===== config.mk =====
export PLATFORM = sky130hd
export DESIGN_NAME = ifetch_line_req
export DESIGN_NICKNAME = d
export VERILOG_FILES = /design/src/rtl/ifl_pkg.sv /design/src/rtl/fr_addr_gen.sv /design/src/rtl/fr_req_queue.sv /design/src/rtl/fr_xfer_queue.sv /design/src/rtl/ifetch_line_req.sv
export SDC_FILE = /design/constraint.sdc
export NUM_CORES = 2
export LEC_CHECK = 0
export ABC_AREA = 1
export BUFFER_PORTS_ARGS = -buffer_cell sky130_fd_sc_hd__buf_4
export CAP_MARGIN = 0
export CORE_ASPECT_RATIO = 1.1
export CORE_UTILIZATION = 45
export DETAILED_ROUTE_END_ITERATION = 12
export GPL_ROUTABILITY_DRIVEN = 0
export SLEW_MARGIN = 20
export SYNTH_ARGS = -nofsm -noshare
export SYNTH_HDL_FRONTEND = slang
export SYNTH_SLANG_ARGS = --single-unit

===== constraint.sdc =====
create_clock -name clk -period 15.85 [get_ports clk]
set_input_delay 0.7925 -clock clk [delete_from_list [all_inputs] [get_ports clk]]
set_output_delay 0.7925 -clock clk [all_outputs]
set_load 0.005 [all_outputs]

===== src/rtl/ifl_pkg.sv =====
package ifl_pkg;

  typedef enum logic {
    PORT_RUN   = 1'b0,
    PORT_RETRY = 1'b1
  } port_state_e;

  // true when sequence a is strictly newer than b in a w-bit wrapping space
  function automatic logic seq_after(logic [31:0] a, logic [31:0] b, int unsigned w);
    logic [31:0] mask;
    logic [31:0] d;
    mask = (w >= 32) ? 32'hFFFF_FFFF : ((32'd1 << w) - 32'd1);
    d    = (a - b) & mask;
    return (d != 32'd0) && (d < (32'd1 << (w - 1)));
  endfunction

endpackage


===== src/rtl/fr_addr_gen.sv =====
module fr_addr_gen #(
  parameter int ADDR_W     = 32,
  parameter int SNAP_BYTES = 16,
  parameter int LINE_BYTES = 32,
  parameter int SEQ_W      = 16,
  localparam int SIZE_W    = $clog2(LINE_BYTES) + 1
) (
  input  logic              clk,
  input  logic              rst_n,
  input  logic              redirect_valid,
  input  logic [ADDR_W-1:0] redirect_addr,
  input  logic              can_issue,
  input  logic              accept,
  output logic              req_valid,
  output logic              req_fire,
  output logic [ADDR_W-1:0] req_vaddr,
  output logic [SIZE_W-1:0] req_size,
  output logic [SEQ_W-1:0]  req_seq
);

  function automatic logic [ADDR_W-1:0] snap_base(logic [ADDR_W-1:0] a);
    return a & ~ADDR_W'(SNAP_BYTES - 1);
  endfunction

  function automatic logic [SIZE_W-1:0] room_in_line(logic [ADDR_W-1:0] b);
    logic [ADDR_W-1:0] off;
    off = b & ADDR_W'(LINE_BYTES - 1);
    return SIZE_W'(LINE_BYTES) - off[SIZE_W-1:0];
  endfunction

  logic              running;
  logic [ADDR_W-1:0] fetch_addr;
  logic [SEQ_W-1:0]  seq_q;

  assign req_vaddr = snap_base(fetch_addr);
  assign req_size  = room_in_line(req_vaddr);
  assign req_seq   = seq_q;
  assign req_valid = running && !redirect_valid && can_issue;
  assign req_fire  = req_valid && accept;

  always_ff @(posedge clk) begin
    if (!rst_n) begin
      running    <= 1'b0;
      fetch_addr <= '0;
      seq_q      <= '0;
    end else if (redirect_valid) begin
      running    <= 1'b1;
      fetch_addr <= redirect_addr;
    end else if (req_fire) begin
      fetch_addr <= req_vaddr + {{(ADDR_W-SIZE_W){1'b0}}, req_size};
      seq_q      <= seq_q + 1'b1;
    end
  end

endmodule


===== src/rtl/fr_req_queue.sv =====
module fr_req_queue #(
  parameter int DEPTH  = 4,
  parameter int ADDR_W = 32,
  parameter int SIZE_W = 6,
  parameter int SEQ_W  = 16,
  localparam int PTR_W = (DEPTH > 1) ? $clog2(DEPTH) : 1,
  localparam int CNT_W = $clog2(DEPTH + 1)
) (
  input  logic              clk,
  input  logic              rst_n,
  input  logic              push,
  input  logic [ADDR_W-1:0] push_vaddr,
  input  logic [SIZE_W-1:0] push_size,
  input  logic [SEQ_W-1:0]  push_seq,
  input  logic              xlat_valid,
  input  logic [ADDR_W-1:0] xlat_paddr,
  input  logic              xlat_fault,
  input  logic              pop,
  output logic              head_valid,
  output logic              head_translated,
  output logic              head_fault,
  output logic [ADDR_W-1:0] head_vaddr,
  output logic [ADDR_W-1:0] head_paddr,
  output logic [SIZE_W-1:0] head_size,
  output logic [SEQ_W-1:0]  head_seq,
  output logic [CNT_W-1:0]  count
);

  function automatic logic [PTR_W-1:0] step(logic [PTR_W-1:0] p);
    return (p == PTR_W'(DEPTH - 1)) ? '0 : p + 1'b1;
  endfunction

  logic [ADDR_W-1:0] vaddr_q [DEPTH];
  logic [ADDR_W-1:0] paddr_q [DEPTH];
  logic [SIZE_W-1:0] size_q  [DEPTH];
  logic [SEQ_W-1:0]  seq_q   [DEPTH];
  logic [DEPTH-1:0]  fault_q;
  logic [DEPTH-1:0]  done_q;
  logic [PTR_W-1:0]  hd, tl, xp;

  assign head_valid      = (count != '0);
  assign head_translated = head_valid && done_q[hd];
  assign head_fault      = fault_q[hd];
  assign head_vaddr      = vaddr_q[hd];
  assign head_paddr      = paddr_q[hd];
  assign head_size       = size_q[hd];
  assign head_seq        = seq_q[hd];

  always_ff @(posedge clk) begin
    if (push) begin
      vaddr_q[tl] <= push_vaddr;
      size_q[tl]  <= push_size;
      seq_q[tl]   <= push_seq;
    end
    if (xlat_valid) begin
      paddr_q[xp] <= xlat_paddr;
      fault_q[xp] <= xlat_fault;
    end
  end

  always_ff @(posedge clk) begin
    if (!rst_n) begin
      hd     <= '0;
      tl     <= '0;
      xp     <= '0;
      count  <= '0;
      done_q <= '0;
    end else begin
      if (push) begin
        done_q[tl] <= 1'b0;
        tl         <= step(tl);
      end
      if (xlat_valid) begin
        done_q[xp] <= 1'b1;
        xp         <= step(xp);
      end
      if (pop) hd <= step(hd);
      count <= count + CNT_W'(push) - CNT_W'(pop);
    end
  end

endmodule


===== src/rtl/fr_xfer_queue.sv =====
module fr_xfer_queue #(
  parameter int DEPTH  = 4,
  parameter int ADDR_W = 32,
  parameter int SIZE_W = 6,
  parameter int SEQ_W  = 16,
  parameter int DATA_W = 256,
  localparam int PTR_W = (DEPTH > 1) ? $clog2(DEPTH) : 1,
  localparam int CNT_W = $clog2(DEPTH + 1)
) (
  input  logic              clk,
  input  logic              rst_n,
  input  logic              push,
  input  logic              push_done,
  input  logic [ADDR_W-1:0] push_vaddr,
  input  logic [SIZE_W-1:0] push_size,
  input  logic [SEQ_W-1:0]  push_seq,
  input  logic              rsp_valid,
  input  logic [SEQ_W-1:0]  rsp_seq,
  input  logic [DATA_W-1:0] rsp_data,
  input  logic              pop,
  output logic              head_ready,
  output logic              head_fault,
  output logic [ADDR_W-1:0] head_vaddr,
  output logic [SIZE_W-1:0] head_size,
  output logic [SEQ_W-1:0]  head_seq,
  output logic [DATA_W-1:0] head_data,
  output logic [CNT_W-1:0]  count
);

  function automatic logic [PTR_W-1:0] step(logic [PTR_W-1:0] p);
    return (p == PTR_W'(DEPTH - 1)) ? '0 : p + 1'b1;
  endfunction

  logic [ADDR_W-1:0] vaddr_q [DEPTH];
  logic [SIZE_W-1:0] size_q  [DEPTH];
  logic [SEQ_W-1:0]  seq_q   [DEPTH];
  logic [DATA_W-1:0] data_q  [DEPTH];
  logic [DEPTH-1:0]  fault_q;
  logic [DEPTH-1:0]  live_q;
  logic [DEPTH-1:0]  done_q;
  logic [DEPTH-1:0]  hit;
  logic [PTR_W-1:0]  hd, tl;

  for (genvar i = 0; i < DEPTH; i++) begin : g_match
    assign hit[i] = rsp_valid && live_q[i] && !done_q[i] && (seq_q[i] == rsp_seq);
  end

  assign head_ready = (count != '0) && done_q[hd];
  assign head_fault = fault_q[hd];
  assign head_vaddr = vaddr_q[hd];
  assign head_size  = size_q[hd];
  assign head_seq   = seq_q[hd];
  assign head_data  = data_q[hd];

  always_ff @(posedge clk) begin
    if (push) begin
      vaddr_q[tl] <= push_vaddr;
      size_q[tl]  <= push_size;
      seq_q[tl]   <= push_seq;
      fault_q[tl] <= push_done;
      data_q[tl]  <= '0;
    end
    for (int i = 0; i < DEPTH; i++) begin
      if (hit[i]) data_q[i] <= rsp_data;
    end
  end

  always_ff @(posedge clk) begin
    if (!rst_n) begin
      hd     <= '0;
      tl     <= '0;
      count  <= '0;
      live_q <= '0;
      done_q <= '0;
    end else begin
      for (int i = 0; i < DEPTH; i++) begin
        if (hit[i]) done_q[i] <= 1'b1;
      end
      if (pop) begin
        live_q[hd] <= 1'b0;
        hd         <= step(hd);
      end
      if (push) begin
        live_q[tl] <= 1'b1;
        done_q[tl] <= push_done;
        tl         <= step(tl);
      end
      count <= count + CNT_W'(push) - CNT_W'(pop);
    end
  end

endmodule


===== src/rtl/ifetch_line_req.sv =====
module ifetch_line_req
  import ifl_pkg::*;
#(
  parameter int ADDR_W      = 32,
  parameter int SNAP_BYTES  = 16,
  parameter int LINE_BYTES  = 32,
  parameter int INST_BYTES  = 4,
  parameter int FETCH_LIMIT = 4,
  parameter int SEQ_W       = 16,
  localparam int SIZE_W     = $clog2(LINE_BYTES) + 1,
  localparam int DATA_W     = LINE_BYTES * 8,
  localparam int CNT_W      = $clog2(FETCH_LIMIT + 1)
) (
  input  logic              clk,
  input  logic              rst_n,
  input  logic              redirect_valid,
  input  logic [ADDR_W-1:0] redirect_addr,
  output logic              xlat_req_valid,
  input  logic              xlat_req_ready,
  output logic [ADDR_W-1:0] xlat_req_vaddr,
  output logic [SIZE_W-1:0] xlat_req_size,
  input  logic              xlat_rsp_valid,
  input  logic [ADDR_W-1:0] xlat_rsp_paddr,
  input  logic              xlat_rsp_fault,
  output logic              mem_req_valid,
  input  logic              mem_req_accept,
  output logic [ADDR_W-1:0] mem_req_addr,
  output logic [SIZE_W-1:0] mem_req_size,
  output logic [SEQ_W-1:0]  mem_req_seq,
  input  logic              mem_retry,
  input  logic              mem_rsp_valid,
  input  logic [SEQ_W-1:0]  mem_rsp_seq,
  input  logic [DATA_W-1:0] mem_rsp_data,
  output logic              out_valid,
  input  logic              out_ready,
  output logic [ADDR_W-1:0] out_vaddr,
  output logic [SIZE_W-1:0] out_size,
  output logic [SEQ_W-1:0]  out_seq,
  output logic              out_fault,
  output logic [DATA_W-1:0] out_data
);

  // named internal events, observed by the bound checker
  logic [CNT_W:0]  inflight;
  logic            can_issue;
  logic            gen_fire;
  logic            port_retry;
  logic            fault_move;
  logic            mem_sent;
  logic            mem_refused;
  logic            head_leave;

  logic [CNT_W-1:0]  rq_count, xq_count;
  logic              rq_valid, rq_translated, rq_fault;
  logic [ADDR_W-1:0] rq_vaddr, rq_paddr;
  logic [SIZE_W-1:0] rq_size;
  logic [SEQ_W-1:0]  rq_seq;
  logic [SEQ_W-1:0]  gen_seq;
  port_state_e       port_q;

  assign inflight  = {1'b0, rq_count} + {1'b0, xq_count};
  assign can_issue = inflight < (CNT_W + 1)'(FETCH_LIMIT);

  fr_addr_gen #(
    .ADDR_W(ADDR_W), .SNAP_BYTES(SNAP_BYTES), .LINE_BYTES(LINE_BYTES), .SEQ_W(SEQ_W)
  ) u_gen (
    .clk(clk), .rst_n(rst_n),
    .redirect_valid(redirect_valid), .redirect_addr(redirect_addr),
    .can_issue(can_issue), .accept(xlat_req_ready),
    .req_valid(xlat_req_valid), .req_fire(gen_fire),
    .req_vaddr(xlat_req_vaddr), .req_size(xlat_req_size), .req_seq(gen_seq)
  );

  fr_req_queue #(
    .DEPTH(FETCH_LIMIT), .ADDR_W(ADDR_W), .SIZE_W(SIZE_W), .SEQ_W(SEQ_W)
  ) u_rq (
    .clk(clk), .rst_n(rst_n),
    .push(gen_fire), .push_vaddr(xlat_req_vaddr), .push_size(xlat_req_size),
    .push_seq(gen_seq),
    .xlat_valid(xlat_rsp_valid), .xlat_paddr(xlat_rsp_paddr), .xlat_fault(xlat_rsp_fault),
    .pop(head_leave),
    .head_valid(rq_valid), .head_translated(rq_translated), .head_fault(rq_fault),
    .head_vaddr(rq_vaddr), .head_paddr(rq_paddr), .head_size(rq_size),
    .head_seq(rq_seq), .count(rq_count)
  );

  assign port_retry    = (port_q == PORT_RETRY);
  assign fault_move    = rq_translated && rq_fault;
  assign mem_req_valid = rq_translated && !rq_fault && !port_retry;
  assign mem_req_addr  = rq_paddr;
  assign mem_req_size  = rq_size;
  assign mem_req_seq   = rq_seq;
  assign mem_sent      = mem_req_valid && mem_req_accept;
  assign mem_refused   = mem_req_valid && !mem_req_accept;
  assign head_leave    = mem_sent || fault_move;

  always_ff @(posedge clk) begin
    if (!rst_n) begin
      port_q <= PORT_RUN;
    end else begin
      unique case (port_q)
        PORT_RUN:   if (mem_refused) port_q <= PORT_RETRY;
        PORT_RETRY: if (mem_retry)   port_q <= PORT_RUN;
        default:    port_q <= PORT_RUN;
      endcase
    end
  end

  logic xq_ready;

  fr_xfer_queue #(
    .DEPTH(FETCH_LIMIT), .ADDR_W(ADDR_W), .SIZE_W(SIZE_W), .SEQ_W(SEQ_W), .DATA_W(DATA_W)
  ) u_xq (
    .clk(clk), .rst_n(rst_n),
    .push(head_leave), .push_done(fault_move),
    .push_vaddr(rq_vaddr), .push_size(rq_size), .push_seq(rq_seq),
    .rsp_valid(mem_rsp_valid), .rsp_seq(mem_rsp_seq), .rsp_data(mem_rsp_data),
    .pop(out_valid && out_ready),
    .head_ready(xq_ready), .head_fault(out_fault),
    .head_vaddr(out_vaddr), .head_size(out_size), .head_seq(out_seq),
    .head_data(out_data), .count(xq_count)
  );

  assign out_valid = xq_ready;

endmodule


==> qor.yml <==
timing:
  rsz0062_at_grt: "false"
  setup_tns_ps: 0
  relSlewSlack_pct: 20.8
  timing_hold_violations_final: 0
  drv_slew: 0
  hold_ws_ps: 193
  min_period_over_period_pct: 32.6
  fmax_ghz: 0.193
  worst_slew_pin_slew_ps: 1190
  setup_viol: 0
  timing.final.crit_period_ps: 5170
  finalClockSkew_ps: 27.5
cells_and_area:
  num-nets-final: 6999
  fillers: 13000
  final_common_cell: "nor2_1"
  final_core_util_pct: 53.2
  drive_gt1_share_pct: 15.6
  layout_common_cells: "nor2_1 (1880), edfxtp_1 (1520), buf_4 (774)"
  areaGrowthSynthToFinish_pct: 17.1
power:
  p_seq_share_pct: 48.4
  clkPwrFrac_pct: 35.8
  pwr-share-comb_pct: 15.8
  p_sw_w: 0.00271
  internal_power_w: 0.00766
  swShare_pct: 26.2
  max-vdd-ir-drop_v: 0.000120
  p_per_area_nw_per_um2: 131
  p_leak_nw: 30.2
die:
  row_count: 148
  core_region_area_um2: 148000
  pin_count: 752
  start_util_pct: 45.4
  fp.dieArea_um2: 151000
  die_h_um: 408
  die_x_um: 371
logic_synthesis:
  synth_flop_cell: "edfxtp_1"
  yosysWarnings: 0
  synth_compound_area_share_pct: 10.2
  yosys_register_bits: 1598
  synth_top_family_by_area: "simple AND/OR/NAND/NOR gates"
  synth.area.mux_share_pct: 0
  synthAdderAreaFrac_pct: 0.505
  yosys.area_share.simple_pct: 13.1
  ys_types: 39
  synth_edf_count: 1520
  yosysSeqAreaShare_pct: 70.1
  synthCells: 6061
  async_flop_share_pct: 0
  netlist_area_um2: 67400
  synthXorXnorAreaFrac_pct: 0.429
  syn_area_per_cell_um2: 11.1
clock_tree:
  cts-hold-fix-buffers: 0
  clk_path_buf_depth: 3
  ctsHtreeMaxLevel: 4
  cts_root_buffer: "clkbuf_16"
  post_cts.repair.setup_buffers: 0
  clk_latency_ps: 800
  clkTransAtPathRegs_ps: 60
  cts_tree: "built"
  cts_sinks: 1598
  cts_buffers: 165
  post_cts_resize_count: 0
worst_setup_path:
  worstPathMaxFanout: 189
  crit_type: "flip-flop to output port"
  start_kind: "flip-flop"
  crit_required_ps: 15060
  arrival_ps: 4380
  critPathCaptureType: "output port"
detailed_routing:
  drt_iter0_markers: 4335
  wl_per_cell_um: 22.1
  vias: 47300
  wirelength_mm: 193
  drc: 0
  ant_nets: 0
  viasPerCell: 5.42
  firstDrtPassIters: 5
place:
  dp_hpwl_mm: 111
  io_buffer_count: 727
grt:
  antenna_found_initial: 20
  grt_pass1_vias: 44600
  grt_max_degree: 190
  grt_pass1_wl_mm: 282
  track_usage_pct: 24.8
  overflow: 0
job:
  maxCapViolations: 0
hold_path:
  hold_class: "input pin to flip-flop"
status:
  outcome: "complete, no violations"
-- path summary, 6_finish.rpt --
check                                                 from                                to  slack (ps)  depth (start not counted)
worst max-delay path                             flip-flop                      out_data[78]       10680                          6
worst min-delay path                    xlat_rsp_paddr[15]     u_rq.paddr_q[2][15]$_DFFE_PP_         190                          1
worst max register to register  u_xq.seq_q[2][2]$_DFFE_PP_  u_xq.data_q[2][80]$_SDFFCE_PN0P_       10960                          9
worst min register to register   u_xq.live_q[1]$_SDFF_PN0_         u_xq.live_q[1]$_SDFF_PN0_         480                          2
-- Yosys cell counts (2+ instances only) --
| cell | number | share of area [%] |
|---|---|---|
| inv_1 | 395 | 2.2 |
| nand2_1 | 333 | 1.9 |
| dfxtp_1 | 78 | 2.3 |
| buf_6 | 64 | 1.1 |
| nand2_2 | 2 | 0.019 |
| nand4_1 | 8 | 0.074 |
| clkbuf_1 | 219 | 1.2 |
| nor3_1 | 15 | 0.11 |
| nand3_1 | 40 | 0.30 |
| o21ai_1 | 54 | 0.40 |
| buf_1 | 6 | 0.033 |
| nor2_1 | 1884 | 10 |
| xnor2_1 | 10 | 0.13 |
| edfxtp_1 | 1520 | 68 |
| a22oi_1 | 2 | 0.022 |
| xor2_1 | 23 | 0.30 |
| nor2_2 | 2 | 0.019 |
| inv_2 | 17 | 0.095 |
| fa_1 | 2 | 0.059 |
| a21oi_1 | 90 | 0.67 |
| buf_2 | 72 | 0.53 |
| nand3_2 | 4 | 0.059 |
| o21ai_0 | 761 | 5.7 |
| nand3b_1 | 9 | 0.10 |
| or2_2 | 3 | 0.028 |
| o22ai_1 | 367 | 3.4 |
| o21bai_1 | 3 | 0.033 |
| ha_1 | 24 | 0.45 |
| buf_4 | 44 | 0.49 |
-- metal layers --
metal	up-vias	part of all wire (%)	track usage (%)
met2	1708	48	40.5
met5	-	0.024	0
met1	23300	40	32.2
met3	281	8.4	5.69
li1	22000	-	-
met4	8	3.0	9.08
-- sequential cells by signal (all words and copies together), names as in the netlist, 2 cells and up, named ones only --
register          flops
u_xq.data_q        1024
u_rq.paddr_q        128
u_rq.vaddr_q        112
u_xq.vaddr_q        112
u_rq.seq_q           64
u_xq.seq_q           64
u_gen.fetch_addr     28
u_gen.req_seq        16
u_rq.done_q           4
u_rq.fault_q          4
u_rq.size_q           4
u_xq.done_q           4
u_xq.fault_q          4
u_xq.live_q           4
u_xq.size_q           4
u_rq.count            3
u_xq.count            3
u_rq.hd               2
u_rq.tl               2
u_rq.xp               2
u_xq.hd               2
u_xq.tl               2
-- power groups by stage --
stage / Clock [W] / Sequential [W] / Combinational, W
final: 0.00371 / 0.00502 / 0.00164
after CTS: 0.00377 / 0.00502 / 0.00166
after global routing: 0.00392 / 0.00504 / 0.00179
after global placement: 0 / 0.00510 / 0.00164
after floorplan: 0 / 0.00514 / 0.000727
after detailed placement: 0 / 0.00511 / 0.00166
-- worst max-delay path: stages, from the launching register on --
cell and delay, ps:
dfxtp_4 440, inv_8 660, buf_12 630, buf_4 810, o21ai_0 190, o22ai_1 270
buf_4 160
-- layout make-up --
type	instances	area, um^2	area share [%]
Sequential cell	1598	47200	59.8
Multi-Input combinational cell	3663	16500	20.9
Tap cell	1950	2440	3.09
Inverter	414	1580	2.00
Antenna cell	18	45.0	0.0571
Timing Repair Buffer	785	6020	7.63
Clock inverter	77	584	0.740
Clock buffer	221	4530	5.73
-- cells by family after synthesis --
| kind of cell | Yosys count |
|---|---|
| xor+xnor | 33 |
| flops | 1598 |
| simple gates | 2304 |
| other cells | 1 |
| buf+inv | 819 |
| compound gates | 1280 |
| fa+ha+maj | 26 |
-- per-stage QoR --
step	power (W)	cells	setup slack (ps)	instance area [um^2]
floorplan	0.00587	6080	8090	67400
global placement	0.00674	8409	10420	73700
detailed placement	0.00676	8409	10420	73700
CTS	0.0104	8707	10360	78900
global route	0.0107	8722	10480	78900
finish	0.0104	8726	10680	78900
Power figures use the tool's default switching activity.
